[config.mk]
export PLATFORM = sky130hd
export DESIGN_NAME = msg_word_packer
export DESIGN_NICKNAME = d
export VERILOG_FILES = /design/src/rtl/packer_pkg.sv /design/src/rtl/pack_datapath.sv /design/src/rtl/pack_control.sv /design/src/rtl/msg_word_packer.sv
export SDC_FILE = /design/constraint.sdc
export NUM_CORES = 1
export LEC_CHECK = 0
export ABC_AREA = 1
export ABC_CLOCK_PERIOD_IN_PS = 2400
export BUFFER_PORTS_ARGS = -buffer_cell sky130_fd_sc_hd__buf_4
export CORE_UTILIZATION = 50
export CTS_CLUSTER_SIZE = 40
export DETAILED_ROUTE_END_ITERATION = 6
export HOLD_SLACK_MARGIN = 0.12
export PLACE_DENSITY = 0.71
export SYNTH_ARGS = -nofsm -noshare
export SYNTH_HDL_FRONTEND = slang
export SYNTH_HIERARCHICAL = 1
export SYNTH_SLANG_ARGS = --single-unit
[constraint.sdc]
create_clock -name clk -period 2.4 [get_ports clk]
set_input_delay 0.48 -clock clk [delete_from_list [all_inputs] [get_ports clk]]
set_output_delay 0.48 -clock clk [all_outputs]
set_load 0.005 [all_outputs]
[src/rtl/packer_pkg.sv]
package packer_pkg;

  localparam logic [1:0] SZ_BYTE = 2'd0;
  localparam logic [1:0] SZ_HALF = 2'd1;
  localparam logic [1:0] SZ_WORD = 2'd2;

  // strobes from control to datapath
  typedef struct packed {
    logic clear;
    logic load;
  } pack_ctl_t;

  function automatic logic [31:0] byteRev32(input logic [31:0] w);
    return {w[7:0], w[15:8], w[23:16], w[31:24]};
  endfunction

endpackage

[src/rtl/pack_datapath.sv]
module pack_datapath
  import packer_pkg::*;
#(
  parameter int DATA_W = 32
) (
  input  logic              clk,
  input  logic              rstN,
  input  pack_ctl_t         ctl,
  input  logic [DATA_W-1:0] wrData,
  input  logic [1:0]        wrSize,
  input  logic              noSwap,
  output logic [DATA_W-1:0] wordOut,
  output logic              wordValid
);
  localparam int LANES = DATA_W / 8;
  localparam int PW    = $clog2(LANES) + 1;

  logic [DATA_W-1:0] acc, nextAcc, swapped, commitWord;
  logic [PW-1:0]     fill, step, total;
  logic              done;

  always_comb begin
    nextAcc = acc;
    step    = PW'(LANES);
    if (wrSize == SZ_BYTE) begin
      step = PW'(1);
      for (int l = 0; l < LANES; l++)
        if (l == int'(fill)) nextAcc[l*8 +: 8] = wrData[7:0];
    end else if (wrSize == SZ_HALF) begin
      step = PW'(2);
      for (int l = 0; l < LANES; l++) begin
        if (l == int'(fill))     nextAcc[l*8 +: 8] = wrData[7:0];
        if (l == int'(fill) + 1) nextAcc[l*8 +: 8] = wrData[15:8];
      end
    end else begin
      nextAcc = wrData;
    end
    total = fill + step;
    done  = (total >= PW'(LANES));
  end

  for (genvar g = 0; g < LANES; g++) begin : g_rev
    assign swapped[g*8 +: 8] = nextAcc[(LANES-1-g)*8 +: 8];
  end

  assign commitWord = noSwap ? nextAcc : swapped;

  always_ff @(posedge clk or negedge rstN) begin
    if (!rstN) begin
      acc       <= '0;
      fill      <= '0;
      wordOut   <= '0;
      wordValid <= 1'b0;
    end else if (ctl.clear) begin
      acc       <= '0;
      fill      <= '0;
      wordValid <= 1'b0;
    end else begin
      wordValid <= 1'b0;
      if (ctl.load) begin
        if (done) begin
          wordOut   <= commitWord;
          wordValid <= 1'b1;
          acc       <= '0;
          fill      <= '0;
        end else begin
          acc  <= nextAcc;
          fill <= total;
        end
      end
    end
  end


  wvalid_src_chk: assert property (@(posedge clk) disable iff (!rstN)
    wordValid |-> $past(ctl.load && !ctl.clear));


  fill_range_chk: assert property (@(posedge clk) disable iff (!rstN)
    fill < PW'(LANES));


  word_swap_chk: assert property (@(posedge clk) disable iff (!rstN)
    (ctl.load && !ctl.clear && wrSize[1] && !noSwap && fill == '0 && DATA_W == 32)
      |=> (wordValid && wordOut == byteRev32(32'($past(wrData)))));

endmodule

[src/rtl/pack_control.sv]
module pack_control
  import packer_pkg::*;
#(
  parameter int BLOCK_WORDS = 16,
  parameter int LANES       = 4
) (
  input  logic      clk,
  input  logic      rstN,
  input  logic      start,
  input  logic      wrEn,
  input  logic [1:0] cfgSize,
  input  logic      engReady,
  output pack_ctl_t ctl,
  output logic      dmaReq
);
  localparam int MAX_XFER = BLOCK_WORDS * LANES;
  localparam int CW       = $clog2(MAX_XFER + 1);

  typedef enum logic {ST_FILL, ST_DONE} blk_state_t;

  blk_state_t    state;
  logic [CW-1:0] xferCnt, blockLen;

  always_comb begin
    case (cfgSize)
      SZ_BYTE: blockLen = CW'(MAX_XFER);
      SZ_HALF: blockLen = CW'(MAX_XFER / 2);
      default: blockLen = CW'(BLOCK_WORDS);
    endcase
  end

  assign ctl.clear = start;
  assign ctl.load  = wrEn && !start;
  assign dmaReq    = (state == ST_FILL) && engReady;

  always_ff @(posedge clk or negedge rstN) begin
    if (!rstN) begin
      state   <= ST_FILL;
      xferCnt <= '0;
    end else if (start) begin
      state   <= ST_FILL;
      xferCnt <= '0;
    end else begin
      case (state)
        ST_FILL: if (wrEn) begin
          if (xferCnt == blockLen - CW'(1)) begin
            xferCnt <= '0;
            state   <= ST_DONE;
          end else begin
            xferCnt <= xferCnt + CW'(1);
          end
        end
        ST_DONE: if (!engReady) state <= ST_FILL;
        default: state <= ST_FILL;
      endcase
    end
  end


  cnt_bound_chk: assert property (@(posedge clk) disable iff (!rstN)
    xferCnt < blockLen);


  start_req_chk: assert property (@(posedge clk) disable iff (!rstN)
    start |=> (dmaReq == engReady));

endmodule

[src/rtl/msg_word_packer.sv]
module msg_word_packer
  import packer_pkg::*;
#(
  parameter int DATA_W      = 32,
  parameter int BLOCK_WORDS = 16
) (
  input  logic              clk,
  input  logic              rstN,
  input  logic              start,
  input  logic              wrEn,
  input  logic [DATA_W-1:0] wrData,
  input  logic [1:0]        wrSize,
  input  logic [1:0]        cfgSize,
  input  logic              noSwap,
  input  logic              engReady,
  output logic [DATA_W-1:0] wordOut,
  output logic              wordValid,
  output logic              dmaReq
);
  localparam int LANES = DATA_W / 8;

  pack_ctl_t ctl;

  pack_control #(.BLOCK_WORDS(BLOCK_WORDS), .LANES(LANES)) u_ctrl (
    .clk(clk), .rstN(rstN), .start(start), .wrEn(wrEn),
    .cfgSize(cfgSize), .engReady(engReady), .ctl(ctl), .dmaReq(dmaReq)
  );

  pack_datapath #(.DATA_W(DATA_W)) u_dp (
    .clk(clk), .rstN(rstN), .ctl(ctl), .wrData(wrData), .wrSize(wrSize),
    .noSwap(noSwap), .wordOut(wordOut), .wordValid(wordValid)
  );

endmodule

==> key figures <==
Synth
  • Synth top area share: a little over 40%
  • #FFs+latches synth: 76
  • Async set-reset flop share out of synthesis: between 90% and 100%
  • Netlist cell types: 26
  • Leading area contributor after synthesis: dfrtp_1
  • Post-Syn Area: 4610 sq um
  • Post-synth EDFFs: 0
  • Primary FF master, synth: dfrtp_1
  • Post-Syn Instances: 695
  • Syn nets: approximately 740
  • Yosys Warn Count: 6
  • Register area share after synthesis: 41.3%
  • Area contributors post-synth: dfrtp_1 (41%), nand2_1 (25%), nand3_1 (11%)
  • Avg Inst Size Synth: 6.63 sq um

Drt
  • WL final: 13,600 um
  • Drt pass-1 iters: 7
  • WL/cell: 15.3 um
  • DR vias: 4,809
  • Detail Route Antenna Nets: 0
  • 1st-iter DRT viols: approximately 330
  • Residual DRC: 2
  • Vias per inst: 5.42

Timing
  • Final hold viol count: 0
  • # setup viols final: 0
  • Post-layout minimum cycle time: 2180 ps
  • Worst hold slack: approximately 320 ps
  • Crit share post-route: around nine tenths
  • FMAX: 0.458 GHz
  • RSZ-0062 raised after global routing: no
  • Clock skew: just over 7 ps
  • Rel. slew slack: 57.7%
  • Final Max Slew Viols: 0
  • Slew @ Worst Pin: about 630 ps

Power and ir drop
  • Pwr dens: 619 nW/um^2
  • Static leakage: around 3 nW
  • Max VDD drop: 0.360 mV
  • Total power draw: 0.00347 W

Status
  • Outcome: finished, violations left
  • Violated checks: DRC

Layout
  • Antenna diodes: 0
  • Layout cells sized above 1: 18.1%
  • Commonest non-fill, non-tap cells in the layout: nand2_1 (303), nand3_1 (98), buf_4 (92)
  • Final non-filler cell total: 888
  • Area Growth Syn to Fin: 21.7%
  • Commonest non-fill, non-tap cell in the layout: nand2_1
  • Final layout net count: 821
  • Fillers: 841

Worst setup path
  • Slowest Stage Delay on Critical Path: 470 ps
  • Bufs and invs on worst path: 1
  • CP required: between 2000 and 3000 ps
  • Worst setup path class: reg -> reg
  • Crit. Startpoint: u_dp/fill[0]
  • Worst-path cell with the longest stage delay: dfrtp_1
  • Most frequent CP cell: nand2_1
  • Crit-path cells: nand2_1 -> inv_1 -> ha_1 -> nand2_1 -> nor2_4 -> nand2_2 -> nand3_1 -> nand2_1 -> nand2_1 -> nand3_1 -> nand2_1
  • R2r worst-path depth: 11
  • Worst reg2reg endpoint: u_dp/wordOut[30]
  • CP Depth: 11
  • Kind of cell adding the most delay to the critical path: simple AND/OR/NAND/NOR gates
  • FF-to-FF setup slack: ~220 ps
  • Data arrival, critical path: 2490 ps
  • CP Capture Type: flop
  • Critical Path End: u_dp/wordOut[30]
  • CP Launch Type: flop
  • Reg2reg start: u_dp/fill[0]
  • CP max FO: 8

Place
  • Final HPWL DP: 9960 um
  • IO Port Bufs: 75
  • Inst Count DP: 871
  • GP Congestion: 0.980

Floorplanning
  • Rows: 34
  • Die area: 9600 sq um
  • Chip height: just under 100 um
  • # IOs: 76
  • Starting Density: 52.3%
  • Core footprint: 8810 sq um
  • Die width: 98.0 um

CTS
  • Deepest clock path buffer count: 2
  • Clock sinks: 76
  • Total CTS buffers: 9
  • Root Driver: clkbuf_8
  • Skew-Pair Late Insertion Delay: 360 ps
  • TritonCTS clock tree: done
  • Clk slew on worst S/H paths: 80 ps
  • H-tree depth: 3

Global route
  • First-pass GRT wire length: 22,100 um
  • Gr ovfl total: 0
  • Vias in the first global route: 4,530
  • GRT Total Usage: between 20% and 30%
  • Antenna violations before repair: 0
  • Largest net degree at the start of global routing: 40

Hold path
  • WHS Path Cells: 2
  • Min-Delay Path Class: in -> reg

Run
  • Maxcap violations: 0
==> per-stage QoR <==
stage	utilization [%]	area, sq um	setup slack (ps)	TNS [ps]
floorplan	-	4610	242	0
global placement	60.6	5340	57.3	0
detailed placement	60.6	5340	-12.8	-33.4
CTS	63.6	5600	131	0
global route	63.7	5610	34.2	0
finish	63.7	5610	217	0
==> sequential cells by signal, summed over array words and instances, names as in the netlist <==
register        cells
u_ctrl/state        1
u_ctrl/xferCnt      7
u_dp/acc           32
u_dp/fill           3
u_dp/wordOut       32
u_dp/wordValid      1
==> per-layer routing <==
metal,global-route usage (%),vias to the layer above,share of wire [%]
met5,0,-,0
met3,7.02,33,8.8
li1,-,2344,-
met1,41.0,2224,45
met2,45.3,208,43
met4,11.3,0,3.1
==> power breakdown <==
part	internal, W	total (W)	switching [W]	leakage (nW)
Combinational	0.000339	0.000744	0.000404	1.90
Sequential	0.00142	0.00150	0.0000860	1.01
Clock	0.000719	0.00122	0.000501	0.122
Total	0.00248	0.00347	0.000991	3.04
==> Yosys cell counts, types with 4 or more instances <==
master and number:
dfrtp_1 76, clkbuf_1 15, or2_2 5, o22ai_1 9, inv_2 10, a21oi_1 10
o21ai_0 21, nand2_2 5, nand3_1 98, nand2_1 303, o21ai_1 12, nand4_1 4
inv_1 57, buf_2 7, nor2_1 42
==> worst min path at each step <==
| stage | from | end | slack, ps |
|---|---|---|---|
| final | start | u_ctrl/state | 320 |
| after CTS | start | u_ctrl/state | 310 |
| after detailed placement | u_dp/wordOut[20] | u_dp/wordOut[20] | 470 |
| after global routing | start | u_ctrl/state | 310 |
| after floorplan | rstN | u_ctrl/state | 180 |
| after global placement | u_dp/acc[29] | u_dp/acc[29] | 460 |
==> timing repair <==
action                     in CTS  in global routing
setup buffers                   0                  0
hold buffers                    1                  0
hold endpoints to repair       26                  0
setup endpoints to repair       0                 22
gates resized for setup         0                  2
==> kinds of logic after synthesis <==
logic type                 Yosys count  share of synthesized area [%]
DFF                                 76                           41.3
xor gates and xnor gates             3                          0.733
and+or+nand+nor                    464                           42.0
AOI/OAI and AO/OA                   54                           6.27
adders and majority gates            4                           1.25
buffers and inverters               94                           8.45
==> area by class of cell <==
| class | instances | area, sq um | area share, % |
|---|---|---|---|
| multi-input combinational | 525 | 2320 | 41.4 |
| sequential | 76 | 1900 | 33.9 |
| timing repair buffer | 95 | 741 | 13.2 |
| inverter | 68 | 258 | 4.60 |
| clock buffer | 10 | 138 | 2.46 |
| tap | 108 | 135 | 2.41 |
| clock inverter | 6 | 111 | 1.99 |
Power figures use the tool's default switching activity.
